**config.mk**
```make
export PLATFORM = sky130hd
export DESIGN_NAME = serial_gain_port
export DESIGN_NICKNAME = d
export VERILOG_FILES = /design/src/rtl/sgp_pkg.sv /design/src/rtl/sgp_sync.sv /design/src/rtl/sgp_frame.sv /design/src/rtl/sgp_readback.sv /design/src/rtl/sgp_lockout.sv /design/src/rtl/serial_gain_port.sv
export SDC_FILE = /design/constraint.sdc
export NUM_CORES = 1
export LEC_CHECK = 0
export BUFFER_PORTS_ARGS = -buffer_cell sky130_fd_sc_hd__buf_4
export CORE_MARGIN = 2
export CORE_UTILIZATION = 50
export CTS_BUF_LIST = sky130_fd_sc_hd__clkbuf_8
export DETAILED_ROUTE_END_ITERATION = 10
export GPL_ROUTABILITY_DRIVEN = 0
export PLACE_DENSITY = 0.69
export SKIP_LAST_GASP = 1
export SYNTH_ARGS = -nofsm -noshare
export SYNTH_HDL_FRONTEND = slang
export SYNTH_HIERARCHICAL = 1
export SYNTH_SLANG_ARGS = --single-unit
```
**constraint.sdc**
```tcl
create_clock -name clk -period 2 [get_ports clk]
set_clock_uncertainty 0.05 [all_clocks]
set_input_delay 0.4 -clock clk [delete_from_list [all_inputs] [get_ports clk]]
set_output_delay 0.4 -clock clk [all_outputs]
set_load 0.03 [all_outputs]
```
**src/rtl/sgp_pkg.sv**
```systemverilog
package sgp_pkg;

  typedef enum logic [1:0] {
    SLOT_RNW,
    SLOT_ADDR,
    SLOT_DATA,
    SLOT_OVER
  } slot_e;

  // Number of serial bits in one complete frame.
  function automatic int frame_len(input int aw, input int dw);
    return 1 + aw + dw;
  endfunction

  // Which field a given bit position of the frame belongs to.
  function automatic slot_e slot_of(input int idx, input int aw, input int dw);
    if (idx == 0) return SLOT_RNW;
    if (idx <= aw) return SLOT_ADDR;
    if (idx <= aw + dw) return SLOT_DATA;
    return SLOT_OVER;
  endfunction

endpackage

```
**src/rtl/sgp_sync.sv**
```systemverilog
module sgp_sync #(
  parameter int          W      = 3,
  parameter int          STAGES = 2,
  parameter logic [W-1:0] IDLE  = '0
) (
  input  logic         clk,
  input  logic         rst_n,
  input  logic [W-1:0] d_i,
  output logic [W-1:0] q_o
);

  logic [W-1:0] stage_q [STAGES];

  for (genvar g = 0; g < STAGES; g++) begin : g_stage
    if (g == 0) begin : g_first
      always_ff @(posedge clk or negedge rst_n) begin
        if (!rst_n) stage_q[0] <= IDLE;
        else        stage_q[0] <= d_i;
      end
    end else begin : g_next
      always_ff @(posedge clk or negedge rst_n) begin
        if (!rst_n) stage_q[g] <= IDLE;
        else        stage_q[g] <= stage_q[g-1];
      end
    end
  end

  assign q_o = stage_q[STAGES-1];

endmodule

```
**src/rtl/sgp_frame.sv**
```systemverilog
module sgp_frame
  import sgp_pkg::*;
#(
  parameter int ADDR_W  = 4,
  parameter int DATA_W  = 11,
  parameter int STORE_W = 10,
  localparam int FLEN   = frame_len(ADDR_W, DATA_W),
  localparam int CNT_W  = $clog2(FLEN + 1)
) (
  input  logic               clk,
  input  logic               rst_n,
  input  logic               load_hi_i,
  input  logic               sclk_rise_i,
  input  logic               sdata_i,
  output logic               rnw_o,
  output logic [ADDR_W-1:0]  addr_o,
  output logic [STORE_W-1:0] data_o,
  output logic [CNT_W-1:0]   bits_o,
  output logic               full_o
);

  localparam logic [CNT_W-1:0] FLEN_C = CNT_W'(FLEN);

  logic [CNT_W-1:0]   bits_q;
  logic               rnw_q;
  logic [ADDR_W-1:0]  addr_q;
  logic [STORE_W-1:0] data_q;
  logic               shift_en;
  slot_e              slot_w;

  assign shift_en = sclk_rise_i && !load_hi_i && (bits_q < FLEN_C);
  assign slot_w   = slot_of(int'(bits_q), ADDR_W, DATA_W);

  always_ff @(posedge clk or negedge rst_n) begin
    if (!rst_n) begin
      bits_q <= '0;
      rnw_q  <= 1'b0;
      addr_q <= '0;
      data_q <= '0;
    end else if (load_hi_i) begin
      bits_q <= '0;
    end else if (shift_en) begin
      bits_q <= bits_q + 1'b1;
      case (slot_w)
        SLOT_RNW:  rnw_q  <= sdata_i;
        SLOT_ADDR: addr_q <= {sdata_i, addr_q[ADDR_W-1:1]};
        SLOT_DATA: begin
          for (int k = 0; k < STORE_W; k++) begin
            if (int'(bits_q) == 1 + ADDR_W + k) data_q[k] <= sdata_i;
          end
        end
        default: ;
      endcase
    end
  end

  assign rnw_o  = rnw_q;
  assign addr_o = addr_q;
  assign data_o = data_q;
  assign bits_o = bits_q;
  assign full_o = (bits_q == FLEN_C);

  // surplus rising edges never push the bit count past one frame
  assert_count_cap_R10: assert property (@(posedge clk) disable iff (!rst_n)
    bits_q <= FLEN_C)
    else $error("bit count exceeded frame length");

endmodule

```
**src/rtl/sgp_readback.sv**
```systemverilog
module sgp_readback #(
  parameter int REG_W  = 10,
  parameter int DATA_W = 11,
  parameter int HDR    = 5,
  parameter int CNT_W  = 5,
  localparam int IDX_W = $clog2(DATA_W + 1)
) (
  input  logic             clk,
  input  logic             rst_n,
  input  logic             load_hi_i,
  input  logic             sclk_fall_i,
  input  logic             rnw_i,
  input  logic [CNT_W-1:0] bits_i,
  input  logic             sel_i,
  input  logic [REG_W-1:0] reg_i,
  output logic             oe_o,
  output logic             bit_o
);

  localparam logic [CNT_W-1:0] HDR_C   = CNT_W'(HDR);
  localparam logic [IDX_W-1:0] IDX_MAX = IDX_W'(DATA_W);
  localparam logic [IDX_W-1:0] REG_C   = IDX_W'(REG_W);

  logic             active_q;
  logic [IDX_W-1:0] idx_q;
  logic             hdr_done;
  logic [REG_W-1:0] shifted;

  assign hdr_done = rnw_i && (bits_i >= HDR_C);

  always_ff @(posedge clk or negedge rst_n) begin
    if (!rst_n) begin
      active_q <= 1'b0;
      idx_q    <= '0;
    end else if (load_hi_i) begin
      active_q <= 1'b0;
      idx_q    <= '0;
    end else if (sclk_fall_i) begin
      if (!active_q && hdr_done) begin
        active_q <= 1'b1;
        idx_q    <= '0;
      end else if (active_q && idx_q < IDX_MAX) begin
        idx_q <= idx_q + 1'b1;
      end
    end
  end

  assign shifted = reg_i >> idx_q;
  assign oe_o    = active_q;
  assign bit_o   = (active_q && sel_i && idx_q < REG_C) ? shifted[0] : 1'b0;

  // the data line is only ever claimed on a serial clock falling edge
  assert_oe_on_fall_R5: assert property (@(posedge clk) disable iff (!rst_n)
    $rose(active_q) |-> $past(sclk_fall_i))
    else $error("readback enabled outside a falling edge");

  // a high load strobe releases the data line on the next cycle
  assert_release_on_load_R9: assert property (@(posedge clk) disable iff (!rst_n)
    load_hi_i |=> !active_q)
    else $error("data line still driven with load high");

endmodule

```
**src/rtl/sgp_lockout.sv**
```systemverilog
module sgp_lockout #(
  parameter int CYCLES = 1000,
  localparam int CW    = $clog2(CYCLES + 2)
) (
  input  logic clk,
  input  logic rst_n,
  output logic done_o
);

  localparam logic [CW-1:0] CYC_C = CW'(CYCLES);

  logic [CW-1:0] cnt_q;

  assign done_o = (cnt_q == CYC_C);

  always_ff @(posedge clk or negedge rst_n) begin
    if (!rst_n)       cnt_q <= '0;
    else if (!done_o) cnt_q <= cnt_q + 1'b1;
  end

  // once the settling window is over it stays over
  assert_lock_sticky_R7: assert property (@(posedge clk) disable iff (!rst_n)
    done_o |=> done_o)
    else $error("lockout re-entered");

endmodule

```
**src/rtl/serial_gain_port.sv**
```systemverilog
module serial_gain_port
  import sgp_pkg::*;
#(
  parameter int              ADDR_W      = 4,
  parameter int              DATA_W      = 11,
  parameter int              GAIN_W      = 10,
  parameter logic [ADDR_W-1:0] GAIN_ADDR = 4'hA,
  parameter logic [GAIN_W-1:0] GAIN_RESET = 10'h096,
  parameter int              LOCK_CYCLES = 1000,
  parameter int              SYNC_STAGES = 2
) (
  input  logic              clk,
  input  logic              rst_n,
  input  logic              sclk_i,
  input  logic              sload_n_i,
  input  logic              sdata_i,
  output logic              sdata_o,
  output logic              sdata_oe,
  output logic [GAIN_W-1:0] gain_o
);

  localparam int FLEN  = frame_len(ADDR_W, DATA_W);
  localparam int CNT_W = $clog2(FLEN + 1);
  localparam int HDR   = 1 + ADDR_W;

  // synchronized pins: bit 0 serial clock, bit 1 load strobe, bit 2 data
  logic [2:0] pins_s;
  logic [1:0] prev_q;

  logic sclk_rise, sclk_fall, load_hi, load_rise;
  logic rnw_w, frame_full, addr_hit, lock_done, commit_ok;
  logic [ADDR_W-1:0] addr_w;
  logic [GAIN_W-1:0] data_w;
  logic [CNT_W-1:0]  bits_w;
  logic [GAIN_W-1:0] gain_q;

  sgp_sync #(.W(3), .STAGES(SYNC_STAGES), .IDLE(3'b010)) u_sync (
    .clk   (clk),
    .rst_n (rst_n),
    .d_i   ({sdata_i, sload_n_i, sclk_i}),
    .q_o   (pins_s)
  );

  always_ff @(posedge clk or negedge rst_n) begin
    if (!rst_n) prev_q <= 2'b10;
    else        prev_q <= pins_s[1:0];
  end

  assign sclk_rise = pins_s[0] & ~prev_q[0];
  assign sclk_fall = ~pins_s[0] & prev_q[0];
  assign load_hi   = pins_s[1];
  assign load_rise = pins_s[1] & ~prev_q[1];

  sgp_frame #(.ADDR_W(ADDR_W), .DATA_W(DATA_W), .STORE_W(GAIN_W)) u_frame (
    .clk         (clk),
    .rst_n       (rst_n),
    .load_hi_i   (load_hi),
    .sclk_rise_i (sclk_rise),
    .sdata_i     (pins_s[2]),
    .rnw_o       (rnw_w),
    .addr_o      (addr_w),
    .data_o      (data_w),
    .bits_o      (bits_w),
    .full_o      (frame_full)
  );

  sgp_lockout #(.CYCLES(LOCK_CYCLES)) u_lock (
    .clk    (clk),
    .rst_n  (rst_n),
    .done_o (lock_done)
  );

  assign addr_hit  = (addr_w == GAIN_ADDR);
  assign commit_ok = load_rise && frame_full && !rnw_w && addr_hit && lock_done;

  always_ff @(posedge clk or negedge rst_n) begin
    if (!rst_n)         gain_q <= GAIN_RESET;
    else if (commit_ok) gain_q <= data_w;
  end

  sgp_readback #(.REG_W(GAIN_W), .DATA_W(DATA_W), .HDR(HDR), .CNT_W(CNT_W)) u_read (
    .clk         (clk),
    .rst_n       (rst_n),
    .load_hi_i   (load_hi),
    .sclk_fall_i (sclk_fall),
    .rnw_i       (rnw_w),
    .bits_i      (bits_w),
    .sel_i       (addr_hit),
    .reg_i       (gain_q),
    .oe_o        (sdata_oe),
    .bit_o       (sdata_o)
  );

  assign gain_o = gain_q;

  // the register moves only in the cycle after a load rising edge
  assert_gain_only_on_load_R3: assert property (@(posedge clk) disable iff (!rst_n)
    !load_rise |=> $stable(gain_q))
    else $error("gain changed without a load rising edge");

  // throughout the settling window the register keeps its default
  assert_lockout_default_R7: assert property (@(posedge clk) disable iff (!rst_n)
    !lock_done |-> gain_q == GAIN_RESET)
    else $error("gain written during lockout");

  // an incomplete frame never changes the register
  assert_short_abort_R8: assert property (@(posedge clk) disable iff (!rst_n)
    (load_rise && !frame_full) |=> $stable(gain_q))
    else $error("short frame altered gain");

  // frames addressed elsewhere never change the register
  assert_foreign_addr_R4: assert property (@(posedge clk) disable iff (!rst_n)
    (load_rise && !addr_hit) |=> $stable(gain_q))
    else $error("foreign address altered gain");

endmodule

```
==> metrics <==
layout cells sized above 1=38.6%; Critical Path AT=1.78 ns; Design Area, Final=0.00305 mm^2; violated checks=setup timing; final std cells w/o fill=311; crit-path cells=mux2i_1 > a221o_1 > a221oi_4 > buf_6; endpoint class of the critical path=output port; most common flop cell mapped by yosys=dfrtp_1; first-pass GRT wire length=7910 um; clk sink count=53; Yosys warnings=6; worst-margin pin slew=0.652 ns; Die W=75.8 um; Slew Limit Fails=0; clock tree root buffer cell=clkbuf_8; Post-DRT Antenna Nets=0; Clock Latency Late Sink=0.31 ns; crit path kind=flip-flop to output port; EDFF count, synth=0; CTS Hold Buffers Added=0; Via-to-Cell Ratio=5.47; worst r2r path cells=4; Yosys reg bits=53; Final Cycle Share=111%; syn avg cell area=12.6 um^2; Die Y=75.8 um; antenna diode count=0; final hold violation count=0; HPWL after DPL=3350 um; Die ar.=0.00574 mm^2; GRT Max-Usage Layer=met2; Pleak=1.39 nW; Worst-path clk slew=0.10 ns; power per cell area=653 mW/mm^2; initial antenna violation count=0; placed inst area=0.00286 mm^2; DRT iter0 DRCs=76; Crit path required time=1.55 ns; asr flop ratio synth=100%; gr ovfl total=0; drt wl/cell=15.5 um; critical-path maximum fanout=5; FMAX=0.449 GHz; Total Power=1.99 mW; slowest stage delay, CP=0.47 ns; MaxCap Viol Count=0; Total Nets Final=253; Rows=26; H-tree depth=2; CP startpoint kind=flip-flop; cell count after placement=299; total global-route track usage=18.5%; largest net degree at the start of global routing=54; post-synthesis sequential area ratio=51.8%; cell family with most CP delay=compound AO/OA/AOI/OAI gates; drt pass-1 iters=5; post-synthesis cell count=205; vias in the first global route=1688; instance count on the critical path=4; global routing usage on met1=25.4%; met3 Use GR=5.03%; DR vias=1700; buffer and inverter count on the worst path=1; Initial Util=51.1%; RSZ-0062 raised after global routing=true; cell area after synthesis=0.00258 mm^2; worst-case vdd ir drop=0.436 mV; Post-Route WL=4830 um; core area=0.00504 mm^2; final setup fails=1; DP Worst Slack=-0.00565 ns; Crit-path slowest cell=dfrtp_2; port bufs=16; Fillers=416; CTS Buf Count=5; IO Count=17; # DRC=0; Clock Path Buffers=2; status=finished with violations; met2 Track Usage GR=28.4%; CTS tree=built; Final min period=2.23 ns; Unique masters post-synth=49; HP Class=input port to asynchronous set/reset pin; fin worst setup slack=-0.229 ns; Post-Syn Nets=218; area growth from synthesis to layout=18.4%; worst rel slew slack=56.5%
[worst reg2reg max path, cell delays in order (launching register included)]
cell and delay (ns):
dfrtp_1 0.38, nor2b_1 0.18, or3b_4 0.41, a2111o_1 0.48, mux2_2 0.30
[cell families after synthesis]
family                     synth area share, %
AOI/OAI and AO/OA                         7.77
xor gates and xnor gates                  3.40
adders and majority gates                 3.89
buffers and inverters                     3.50
DFF                                       51.8
muxes                                     13.7
and+or+nand+nor                           15.9
[per-stage QoR]
stage / hold slack (ns) / setup TNS, ns / util [%]
floorplan: 0.0544 / 0 / -
global placement: 0.289 / 0 / 56.7
detailed placement: 0.293 / -0.00565 / 56.7
CTS: 0.0848 / -0.250 / 59.5
global route: 0.124 / -0.426 / 60.5
finish: 0.0571 / -0.229 / 60.5
[per-layer routing]
layer  up-vias  part of all wire (%)  routed length, um
met5         -                     0                  0
li1        815                     -                  -
met2        27                    45               2200
met4         0                   2.0                 98
met1       849                    48               2330
met3         9                   4.2                202
[area by class of cell]
cell class              count  area (um^2)  share of cell area (%)
inverters                   9         33.8                    1.11
clock buffers               5         68.8                    2.26
clock inverters             3         46.3                    1.52
multi-input cells         136         1210                    39.8
flip-flops and latches     53         1340                    43.9
well taps                  70         87.6                    2.87
repair buffers             35          263                    8.62
[sequential cells by signal, indices dropped and copies added (netlist names), 2 cells and up]
name            cells
gain_o             10
u_lock/cnt_q       10
prev_q              2
u_sync/stage_q      3
u_frame/addr_o      4
u_sync/q_o          3
u_frame/bits_o      5
u_read/idx_q        4
u_frame/data_o     10
[worst paths after layout]
path                       slack (ns)                end              start
min in group clk                 0.14  u_sync/stage_q[5]            sdata_i
setup reg to reg                 0.10  u_frame/addr_o[3]      u_sync/q_o[0]
max in group asynchronous        1.38    u_read/idx_q[1]              rst_n
hold reg to reg                  0.31      u_sync/q_o[0]  u_sync/stage_q[3]
setup / recovery                -0.23            sdata_o    u_read/idx_q[0]
hold / removal                   0.06    u_lock/cnt_q[0]              rst_n
[report_power, final]
| part | leakage (nW) | internal (mW) | switching [mW] |
|---|---|---|---|
| combinational | 0.657 | 0.0634 | 0.0688 |
| clock | 0.0543 | 0.375 | 0.350 |
| sequential | 0.681 | 1.11 | 0.0273 |
[cells in the final DEF (no fill, tap or decap), drive strengths merged, types with 2 or more instances in the layout]
master,synthesis,layout
nand2,9,9
inv,9,9
nor3b,6,6
mux2,26,26
a41oi,3,3
o32ai,2,2
and2,2,2
mux2i,3,3
dfstp,7,7
dfrtp,46,46
ha,8,8
buf,5,35
o2111ai,3,3
nand2b,7,7
xnor2,6,6
nand3,9,9
xor2,4,4
or3,2,2
nand4,4,5
a21oi,5,5
nor2,7,7
o21ai,4,4
o41ai,2,2
nor2b,6,6
clkbuf,3,5
[Yosys cell counts, types with 2 or more instances]
master | count | share of area [%]
dfrtp_1 | 46 | 45
mux2_2 | 25 | 11
inv_1 | 9 | 1.3
nand2_1 | 9 | 1.3
nand3_1 | 9 | 1.7
ha_1 | 8 | 3.9
dfstp_2 | 7 | 7.1
nand2b_1 | 7 | 1.7
nor2_1 | 7 | 1.0
nor2b_1 | 6 | 1.5
xnor2_1 | 6 | 2.0
a21oi_1 | 5 | 0.97
nor3b_1 | 4 | 1.2
o21ai_0 | 4 | 0.78
xor2_1 | 4 | 1.4
a41oi_1 | 3 | 1.0
buf_4 | 3 | 0.87
clkbuf_1 | 3 | 0.44
mux2i_1 | 3 | 1.2
o2111ai_1 | 3 | 1.0
and2_1 | 2 | 0.49
buf_6 | 2 | 0.87
nand4_1 | 2 | 0.49
o32ai_1 | 2 | 0.68
o41ai_1 | 2 | 0.68
[timing repair]
item	CTS	global route
cloned	0	1
endpoints found under the setup margin	1	11
pin swaps	2	4
resized for setup	2	10
buffers inserted	3	0
Power figures use the tool's default switching activity.
